`src/rtl/uart_regif_pkg.sv`:
```
package uart_regif_pkg;
  localparam int CHAR_W = 8;
  localparam int ERR_W  = 4;
  localparam int FRAC_W = 6;
  localparam int IRQ_N  = 10;
  localparam int BUS_W  = 16;

  localparam logic [3:0] OFS_DATA  = 4'd0;
  localparam logic [3:0] OFS_ESTAT = 4'd1;
  localparam logic [3:0] OFS_FLAGS = 4'd2;
  localparam logic [3:0] OFS_DIVI  = 4'd3;
  localparam logic [3:0] OFS_DIVF  = 4'd4;
  localparam logic [3:0] OFS_LCTL  = 4'd5;
  localparam logic [3:0] OFS_MASK  = 4'd6;
  localparam logic [3:0] OFS_RAW   = 4'd7;
  localparam logic [3:0] OFS_MSKD  = 4'd8;
  localparam logic [3:0] OFS_ICLR  = 4'd9;

  // interrupt event positions
  localparam int EV_RXGOT = 0;
  localparam int EV_TXDRN = 1;
  localparam int EV_FRM   = 2;
  localparam int EV_PAR   = 3;
  localparam int EV_BRK   = 4;
  localparam int EV_OVR   = 5;
  localparam int EV_TXDRP = 6;
  localparam int EV_CTS   = 7;
  localparam int EV_DCD   = 8;
  localparam int EV_DSR   = 9;

  function automatic logic [7:0] pack_flags(
    input logic tx_empty, input logic rx_full, input logic tx_full,
    input logic rx_empty, input logic busy, input logic dcd,
    input logic dsr, input logic cts);
    return {tx_empty, rx_full, tx_full, rx_empty, busy, dcd, dsr, cts};
  endfunction
endpackage

```
`src/rtl/uart_regif_fifo.sv`:
```
module uart_regif_fifo #(
  parameter int W     = 8,
  parameter int DEPTH = 16
) (
  input  logic                           clk,
  input  logic                           rst_n,
  input  logic                           push,
  input  logic                           pop,
  input  logic [W-1:0]                   wdata,
  output logic [W-1:0]                   head,
  output logic                           empty,
  output logic                           full,
  output logic [$clog2(DEPTH+1)-1:0]     count
);
  localparam int AW = (DEPTH > 1) ? $clog2(DEPTH) : 1;
  localparam int CW = $clog2(DEPTH+1);
  localparam logic [AW-1:0] LAST = AW'(DEPTH-1);

  logic [W-1:0]  mem [DEPTH];
  logic [AW-1:0] wp, rp;
  logic [CW-1:0] cnt;
  logic          push_ok, pop_ok;

  function automatic logic [AW-1:0] bump(input logic [AW-1:0] p);
    return (p == LAST) ? '0 : p + 1'b1;
  endfunction

  assign empty   = (cnt == '0);
  assign full    = (cnt == CW'(DEPTH));
  assign push_ok = push && !full;
  assign pop_ok  = pop && !empty;
  assign head    = mem[rp];
  assign count   = cnt;

  always_ff @(posedge clk) begin
    if (push_ok) mem[wp] <= wdata;
  end

  always_ff @(posedge clk or negedge rst_n) begin
    if (!rst_n) begin
      wp  <= '0;
      rp  <= '0;
      cnt <= '0;
    end else begin
      if (push_ok) wp <= bump(wp);
      if (pop_ok)  rp <= bump(rp);
      case ({push_ok, pop_ok})
        2'b10:   cnt <= cnt + 1'b1;
        2'b01:   cnt <= cnt - 1'b1;
        default: cnt <= cnt;
      endcase
    end
  end

  AST_NO_OVERFLOW: assert property (@(posedge clk) disable iff (!rst_n)
    (push && full && !pop) |=> $stable(cnt) && $stable(wp));

  AST_NO_UNDERFLOW: assert property (@(posedge clk) disable iff (!rst_n)
    (pop && empty && !push) |=> (cnt == '0) && $stable(rp));
endmodule

```
`src/rtl/uart_regif_baud.sv`:
```
module uart_regif_baud #(
  parameter int DIV_W  = 16,
  parameter int FRAC_W = 6
) (
  input  logic              clk,
  input  logic              rst_n,
  input  logic              load,
  input  logic [DIV_W-1:0]  div_int,
  input  logic [FRAC_W-1:0] div_frac,
  output logic              tick
);
  localparam int DW = DIV_W + FRAC_W;
  localparam int AW = DW + 1;
  localparam logic [AW-1:0] STEP = AW'(1) << FRAC_W;

  logic [AW-1:0] acc;
  logic [AW-1:0] acc_nx;
  logic          hit;

  // one clock of progress: add a whole clock in 1/64 units, wrap by divisor
  function automatic logic [AW:0] advance(input logic [AW-1:0] a,
                                          input logic [DW-1:0] d);
    logic [AW-1:0] s;
    s = a + STEP;
    if (s >= {1'b0, d}) return {1'b1, s - {1'b0, d}};
    return {1'b0, s};
  endfunction

  always_comb begin
    {hit, acc_nx} = advance(acc, {div_int, div_frac});
  end

  always_ff @(posedge clk or negedge rst_n) begin
    if (!rst_n) begin
      acc  <= '0;
      tick <= 1'b0;
    end else if (load || div_int == '0) begin
      acc  <= '0;
      tick <= 1'b0;
    end else begin
      acc  <= acc_nx;
      tick <= hit;
    end
  end

  AST_TICK_IDLE: assert property (@(posedge clk) disable iff (!rst_n)
    (div_int == '0) |=> !tick);
endmodule

```
`src/rtl/uart_regif_irq.sv`:
```
module uart_regif_irq #(
  parameter int N = 10
) (
  input  logic         clk,
  input  logic         rst_n,
  input  logic [N-1:0] ev,
  input  logic         clr_we,
  input  logic [N-1:0] clr_bits,
  input  logic         mask_we,
  input  logic [N-1:0] mask_bits,
  output logic [N-1:0] ris,
  output logic [N-1:0] imsc,
  output logic         irq
);
  logic [N-1:0] keep;

  assign keep = clr_we ? ~clr_bits : '1;
  assign irq  = |(ris & imsc);

  always_ff @(posedge clk or negedge rst_n) begin
    if (!rst_n) begin
      ris  <= '0;
      imsc <= '0;
    end else begin
      ris <= (ris & keep) | ev;
      if (mask_we) imsc <= mask_bits;
    end
  end

  AST_CLEAR_TAKES: assert property (@(posedge clk) disable iff (!rst_n)
    (clr_we && ev == '0) |=> ((ris & $past(clr_bits)) == '0));
endmodule

```
`src/rtl/uart_regif.sv`:
```
module uart_regif
  import uart_regif_pkg::*;
#(
  parameter int FIFO_DEPTH = 16,
  parameter int DIV_W      = 16
) (
  input  logic                 clk,
  input  logic                 rst_n,
  input  logic [3:0]           bus_addr,
  input  logic                 bus_wr,
  input  logic                 bus_rd,
  input  logic [BUS_W-1:0]     bus_wdata,
  output logic [BUS_W-1:0]     bus_rdata,
  output logic [CHAR_W-1:0]    tx_head,
  input  logic                 tx_pop,
  input  logic                 tx_active,
  input  logic                 rx_push,
  input  logic [CHAR_W-1:0]    rx_char,
  input  logic [ERR_W-1:0]     rx_err,
  input  logic                 modem_cts,
  input  logic                 modem_dsr,
  input  logic                 modem_dcd,
  output logic [7:0]           line_ctl,
  output logic [DIV_W-1:0]     div_int_act,
  output logic [FRAC_W-1:0]    div_frac_act,
  output logic                 tick16,
  output logic                 irq
);
  localparam int CW   = $clog2(FIFO_DEPTH+1);
  localparam int RX_W = CHAR_W + ERR_W;

  // decoded bus strobes
  logic wr_data, rd_data, wr_estat, wr_divi, wr_divf, wr_lctl, wr_mask, wr_iclr;
  assign wr_data  = bus_wr && bus_addr == OFS_DATA;
  assign rd_data  = bus_rd && bus_addr == OFS_DATA;
  assign wr_estat = bus_wr && bus_addr == OFS_ESTAT;
  assign wr_divi  = bus_wr && bus_addr == OFS_DIVI;
  assign wr_divf  = bus_wr && bus_addr == OFS_DIVF;
  assign wr_lctl  = bus_wr && bus_addr == OFS_LCTL;
  assign wr_mask  = bus_wr && bus_addr == OFS_MASK;
  assign wr_iclr  = bus_wr && bus_addr == OFS_ICLR;

  // transmit FIFO
  logic          tx_empty, tx_full;
  logic [CW-1:0] tx_cnt;
  uart_regif_fifo #(.W(CHAR_W), .DEPTH(FIFO_DEPTH)) tx_fifo_i (
    .clk(clk), .rst_n(rst_n), .push(wr_data), .pop(tx_pop),
    .wdata(bus_wdata[CHAR_W-1:0]), .head(tx_head),
    .empty(tx_empty), .full(tx_full), .count(tx_cnt));

  // receive FIFO, entry = {error tag, character}
  logic            rx_empty, rx_full;
  logic [CW-1:0]   rx_cnt;
  logic [RX_W-1:0] rx_head;
  logic            rx_pop;
  assign rx_pop = rd_data && !rx_empty;
  uart_regif_fifo #(.W(RX_W), .DEPTH(FIFO_DEPTH)) rx_fifo_i (
    .clk(clk), .rst_n(rst_n), .push(rx_push), .pop(rx_pop),
    .wdata({rx_err, rx_char}), .head(rx_head),
    .empty(rx_empty), .full(rx_full), .count(rx_cnt));

  // named events
  logic tx_accept, rx_accept, tx_drop, tx_drained, busy;
  assign tx_accept  = wr_data && !tx_full;
  assign rx_accept  = rx_push && !rx_full;
  assign tx_drop    = wr_data && tx_full;
  assign tx_drained = tx_pop && tx_cnt == CW'(1) && !tx_accept;
  assign busy       = !tx_empty || tx_active;

  logic cts_q, dsr_q, dcd_q;
  logic [IRQ_N-1:0] ev;
  always_comb begin
    ev            = '0;
    ev[EV_RXGOT]  = rx_accept;
    ev[EV_TXDRN]  = tx_drained;
    ev[EV_FRM]    = rx_accept && rx_err[0];
    ev[EV_PAR]    = rx_accept && rx_err[1];
    ev[EV_BRK]    = rx_accept && rx_err[2];
    ev[EV_OVR]    = rx_push && (rx_err[3] || rx_full);
    ev[EV_TXDRP]  = tx_drop;
    ev[EV_CTS]    = modem_cts ^ cts_q;
    ev[EV_DCD]    = modem_dcd ^ dcd_q;
    ev[EV_DSR]    = modem_dsr ^ dsr_q;
  end

  logic [IRQ_N-1:0] ris, imsc;
  uart_regif_irq #(.N(IRQ_N)) irq_i (
    .clk(clk), .rst_n(rst_n), .ev(ev),
    .clr_we(wr_iclr), .clr_bits(bus_wdata[IRQ_N-1:0]),
    .mask_we(wr_mask), .mask_bits(bus_wdata[IRQ_N-1:0]),
    .ris(ris), .imsc(imsc), .irq(irq));

  // divisor shadow and active copies, line control, error status
  logic [DIV_W-1:0]  divi_sh;
  logic [FRAC_W-1:0] divf_sh;
  logic [ERR_W-1:0]  estat;

  always_ff @(posedge clk or negedge rst_n) begin
    if (!rst_n) begin
      divi_sh      <= '0;
      divf_sh      <= '0;
      div_int_act  <= '0;
      div_frac_act <= '0;
      line_ctl     <= '0;
      estat        <= '0;
      cts_q        <= 1'b0;
      dsr_q        <= 1'b0;
      dcd_q        <= 1'b0;
    end else begin
      cts_q <= modem_cts;
      dsr_q <= modem_dsr;
      dcd_q <= modem_dcd;
      if (wr_divi) divi_sh <= bus_wdata[DIV_W-1:0];
      if (wr_divf) divf_sh <= bus_wdata[FRAC_W-1:0];
      if (wr_lctl) begin
        line_ctl     <= bus_wdata[7:0];
        div_int_act  <= divi_sh;
        div_frac_act <= divf_sh;
      end
      if (wr_estat)    estat <= '0;
      else if (rx_pop) estat <= rx_head[RX_W-1:CHAR_W];
    end
  end

  uart_regif_baud #(.DIV_W(DIV_W), .FRAC_W(FRAC_W)) baud_i (
    .clk(clk), .rst_n(rst_n), .load(wr_lctl),
    .div_int(div_int_act), .div_frac(div_frac_act), .tick(tick16));

  // read mux and registered read data
  logic [BUS_W-1:0] rd_mux;
  always_comb begin
    rd_mux = '0;
    case (bus_addr)
      OFS_DATA:  rd_mux = rx_empty ? '0 : BUS_W'(rx_head);
      OFS_ESTAT: rd_mux = BUS_W'(estat);
      OFS_FLAGS: rd_mux = BUS_W'(pack_flags(tx_empty, rx_full, tx_full, rx_empty,
                                             busy, modem_dcd, modem_dsr, modem_cts));
      OFS_DIVI:  rd_mux = BUS_W'(divi_sh);
      OFS_DIVF:  rd_mux = BUS_W'(divf_sh);
      OFS_LCTL:  rd_mux = BUS_W'(line_ctl);
      OFS_MASK:  rd_mux = BUS_W'(imsc);
      OFS_RAW:   rd_mux = BUS_W'(ris);
      OFS_MSKD:  rd_mux = BUS_W'(ris & imsc);
      default:   rd_mux = '0;
    endcase
  end

  always_ff @(posedge clk or negedge rst_n) begin
    if (!rst_n)      bus_rdata <= '0;
    else if (bus_rd) bus_rdata <= rd_mux;
  end

  AST_DIV_STAGED: assert property (@(posedge clk) disable iff (!rst_n)
    !wr_lctl |=> $stable(div_int_act) && $stable(div_frac_act));

  AST_EMPTY_READ_ZERO: assert property (@(posedge clk) disable iff (!rst_n)
    (rd_data && rx_empty) |=> (bus_rdata == '0) && $stable(rx_cnt));

  AST_BUSY_WHILE_QUEUED: assert property (@(posedge clk) disable iff (!rst_n)
    (wr_data && !tx_full) |=> !tx_empty);
endmodule

```
`config.mk`:
```
export PLATFORM = sky130hd
export DESIGN_NAME = uart_regif
export DESIGN_NICKNAME = d
export VERILOG_FILES = /design/src/rtl/uart_regif_pkg.sv /design/src/rtl/uart_regif_fifo.sv /design/src/rtl/uart_regif_baud.sv /design/src/rtl/uart_regif_irq.sv /design/src/rtl/uart_regif.sv
export SDC_FILE = /design/constraint.sdc
export NUM_CORES = 1
export LEC_CHECK = 0
export ABC_AREA = 1
export CAP_MARGIN = 20
export CORE_UTILIZATION = 40
export CTS_BUF_LIST = sky130_fd_sc_hd__clkbuf_4
export CTS_CLUSTER_DIAMETER = 40
export DETAILED_ROUTE_END_ITERATION = 16
export GPL_TIMING_DRIVEN = 0
export PLACE_DENSITY = 0.67
export SETUP_SLACK_MARGIN = 0.4
export SYNTH_ARGS = -nofsm -noshare
export SYNTH_HDL_FRONTEND = slang
export SYNTH_SLANG_ARGS = --single-unit
```
`constraint.sdc`:
```
create_clock -name clk -period 3.05 [get_ports clk]
set_input_delay 0.7625 -clock clk [delete_from_list [all_inputs] [get_ports clk]]
set_output_delay 0.7625 -clock clk [all_outputs]
set_load 0.1 [all_outputs]
```
==> results.md <==
* Status: finished, violations left
* Violated checks: DRC, setup timing
* Largest family of logic cells by synthesized area: simple AND/OR/NAND/NOR gates
* Worst hold path type: input port to flop
* TritonCTS clock tree: yes
* CP max stage delay at 450 ps
* Initial antenna violation count at 3
* Initial DRC count at 1,371
* FP Rows at 84
* # IOs at 98
* Die area at 54,800 sq um
* Power Internal at 0.0154 W
* Placed Area at 23,600 sq um
* Share of synthesized registers carrying an async set or reset at 31.2%
* Max FO, Critical Path at 10
* Critical path type: flop to output port
* Final RePlAce weighted congestion at 0.941
* PD cells at 1040 nW/um^2
* YS warnings at 0
* Gr usage total at 23.1%
* Most common cell after layout, fill and taps aside: nand2_1
* Post-route ant nets at 0
* Worst setup SP type: flop
* Fin. Hold Viols at 0
* Mapped cell area at 21,500 sq um
* Min Tclk post-route at 3360 ps
* Half-perimeter wire length after placement at 43.3 mm
* Grt total ovfl at 0
* Register area share after synthesis at 61.4%
* Final WL at 63.6 mm
* Worst Path Required at 2290 ps
* Total iterations of the first detailed-routing run at 11
* Crit path cell chain: buf_12 > buf_12 > mux2i_2 > o221ai_2 > nand3_1 > nand3_2 > buf_12
* Worst Reg-to-Reg Cells at 18
* Slew Viols, Final at 0
* Post-Synth Adder-Cell Area at 2.57%
* Cell mode on critical path: buf_12
* Syn_area_per_cell at 9.74 sq um
* Multiplexer share of the synthesized area at 0.761%
* Synth Area in XOR/XNOR at 1.46%
* Max-Cap Viols at 0
* Final setup viols at 8
* CTS Buf Count at 119
* Input/output buffers at 97
* Clock group share of total power at 19.7%
* DRC at 5
* RSZ-0062 raised after global routing: yes
* Post-synth EDFFs at 320
* CP arrival at 2600 ps
* First-pass GRT wire length at 95.9 mm
* Final Power at 0.0278 W
* Worst-Margin Slew at 979 ps
* Cells after Synth at 2,213
* Finished Cell Area at 26,800 sq um
* Starting density of the core at 40.8%
* Ratio of cells with drive above 1 in the final layout at 22.0%
* Worst-skew pair later-pin latency at 900 ps
* Clock root buffer: clkbuf_4
* Fmax achieved at 298 MHz
* CP endpoint kind: output port
* Largest net degree at the start of global routing at 75
* Post-synthesis compound-gate area fraction at 8.47%
* Die Wd at 234 um
* Longest Clk Path Bufs at 3
* Slew HR at 34.7%
* Clock sink count at 465
* Fin Hold WS at 438 ps
* Syn_nets at 2,298
* Slowest cell on the critical path: dfrtp_2
* Reg clk slew, reported paths at 70 ps
* Synth Flop Type: edfxtp_1
* Die height at 234 um
* Peak supply drop at 0.000744 V
* Synth unique cells at 46
* Post-DR vias/cell at 5.29
* Vias in the first global route at 17,185
* P_sw at 0.0124 W
* Switching Share at 44.6%
* Post-Synth Simple-Gate Area at 19.9%
* Via count at 17,494
* H-Tree Depth at 3
* Area growth syn-to-layout at 24.3%
* Hold Path Depth at 3
* Commonest cells after routing, fill and taps aside: nand2_1, edfxtp_1, nor2_1
* Post-synthesis register bit count at 465
* Fin nets at 2,599
* Wire per inst at 19.2 um
* Dpl cells at 3,010
* Setup TNS at -2190 ps
* Static Leak at 11.0 nW
* Tcrit/Tclk final at 110%
* Clock Skew at 62.1 ps
* Total core area at 52,900 sq um
* Combinational power share at 50.7%
* Layout Cells excl Fill at 3,305
* Final worst slack at -311 ps
* Sequential share of power at 29.6%
* Fillers at 4,790
## logic make-up (layout without fill, tap and decap cells)
family / count (synthesis) / count (layout)
flip-flops: 465 / 465
multiplexers: 16 / 16
buffers and inverters: 297 / 696
AO/OA/AOI/OAI: 323 / 323
other: 0 / 5
AND/OR/NAND/NOR: 1033 / 1033
XOR/XNOR: 36 / 36
adder cells (fa/ha/maj): 43 / 43
## flip-flops by register name, summed over array words and instances, names as in the netlist, 4 cells and up
signal and cells:
baud_i.acc 23, bus_rdata 16, div_frac_act 6, div_int_act 16
divf_sh 6, divi_sh 16, estat 4, irq_i.imsc 10
irq_i.ris 10, line_ctl 8, rx_fifo_i.count 5, rx_fifo_i.mem 192
rx_fifo_i.rp 4, rx_fifo_i.wp 4, tx_fifo_i.count 5, tx_fifo_i.mem 128
tx_fifo_i.rp 4, tx_fifo_i.wp 4
## synth_stat cells (3+ instances only)
cell | count | area, sq um
a21oi_1 | 32 | 160
and2_1 | 3 | 18.8
buf_1 | 11 | 41.3
buf_2 | 18 | 90.1
buf_4 | 3 | 22.5
clkbuf_1 | 50 | 188
clkinv_1 | 6 | 22.5
dfrtp_1 | 145 | 3630
edfxtp_1 | 320 | 9610
ha_1 | 41 | 513
inv_1 | 202 | 758
inv_2 | 5 | 18.8
mux2_2 | 3 | 33.8
mux2i_1 | 13 | 130
nand2_1 | 485 | 1820
nand3_1 | 155 | 776
nand3b_1 | 12 | 90.1
nand4_1 | 25 | 156
nor2_1 | 324 | 1220
nor2_2 | 6 | 37.5
nor3_1 | 11 | 55.1
o2111ai_1 | 8 | 70.1
o211ai_1 | 21 | 158
o21ai_0 | 217 | 1090
o21ai_1 | 7 | 35.0
o221ai_1 | 11 | 96.3
o22ai_1 | 6 | 37.5
o32ai_1 | 17 | 149
xnor2_1 | 15 | 131
xor2_1 | 21 | 184
## per-layer routing
layer / global-route usage, % / share of wire (%) / vias up
met5: 0 / 0 / -
met1: 30.6 / 41 / 8379
met2: 36.8 / 47 / 786
li1: - / - / 8163
met4: 10.5 / 3.7 / 0
met3: 4.41 / 8.0 / 166
## worst max-delay path, delay by kind of cell, from the launching register on
| kind | cells | cell delay [ps] |
|---|---|---|
| DFF | 1 | 450 |
| buffers and inverters | 3 | 500 |
| and+or+nand+nor | 2 | 390 |
| AOI/OAI and AO/OA | 1 | 160 |
| muxes | 1 | 150 |
## area by class of cell
| type | instances | area (sq um) | share of cell area (%) |
|---|---|---|---|
| sequential | 465 | 13200 | 49.4 |
| buffer | 84 | 507 | 1.89 |
| clock inverter | 49 | 294 | 1.10 |
| tap | 688 | 861 | 3.21 |
| multi-input combinational | 1451 | 7990 | 29.8 |
| antenna | 5 | 12.5 | 0.0467 |
| inverter | 213 | 806 | 3.01 |
| clock buffer | 170 | 1280 | 4.77 |
| timing repair buffer | 180 | 1790 | 6.70 |
## power groups by stage
stage	Clock (W)	Combinational, W	Sequential, W
2_1_floorplan	0	0.00707	0.00911
4_1_cts	0.00557	0.0132	0.00819
5_1_grt	0.00590	0.0152	0.00830
3_5_place_dp	0	0.0112	0.00831
3_3_place_gp	0	0.0110	0.00828
6_report	0.00548	0.0141	0.00822
## through the flow
step / worst slack [ps] / util (%)
3_5_place_dp: -681 / 44.6
6_report: -311 / 50.7
4_1_cts: -369 / 49.7
5_1_grt: -385 / 50.7
3_3_place_gp: -4690 / 44.3
2_1_floorplan: 298 / -
## timing repair
action | CTS | global route
gates resized for setup | 460 | 108
setup buffers | 50 | 16
endpoints found under the hold margin | 71 | 0
pin swaps | 59 | 49
hold buffers | 1 | 0
cloned | 3 | 1
setup endpoints to repair | 220 | 168
## final timing paths
check | slack, ps | end | startpoint
hold reg to reg | 470 | irq_i.ris[7] | cts_q
max in group asynchronous | 1790 | irq_i.ris[5] | rst_n
setup reg to reg | 50 | baud_i.acc[4] | baud_i.acc[6]
min in group asynchronous | 460 | tx_fifo_i.rp[1] | rst_n
hold / removal | 440 | divi_sh[12] | bus_wdata[12]
setup / recovery | -310 | tx_head[6] | tx_fifo_i.rp[0]
No activity file was read; power rests on OpenSTA's default activity.
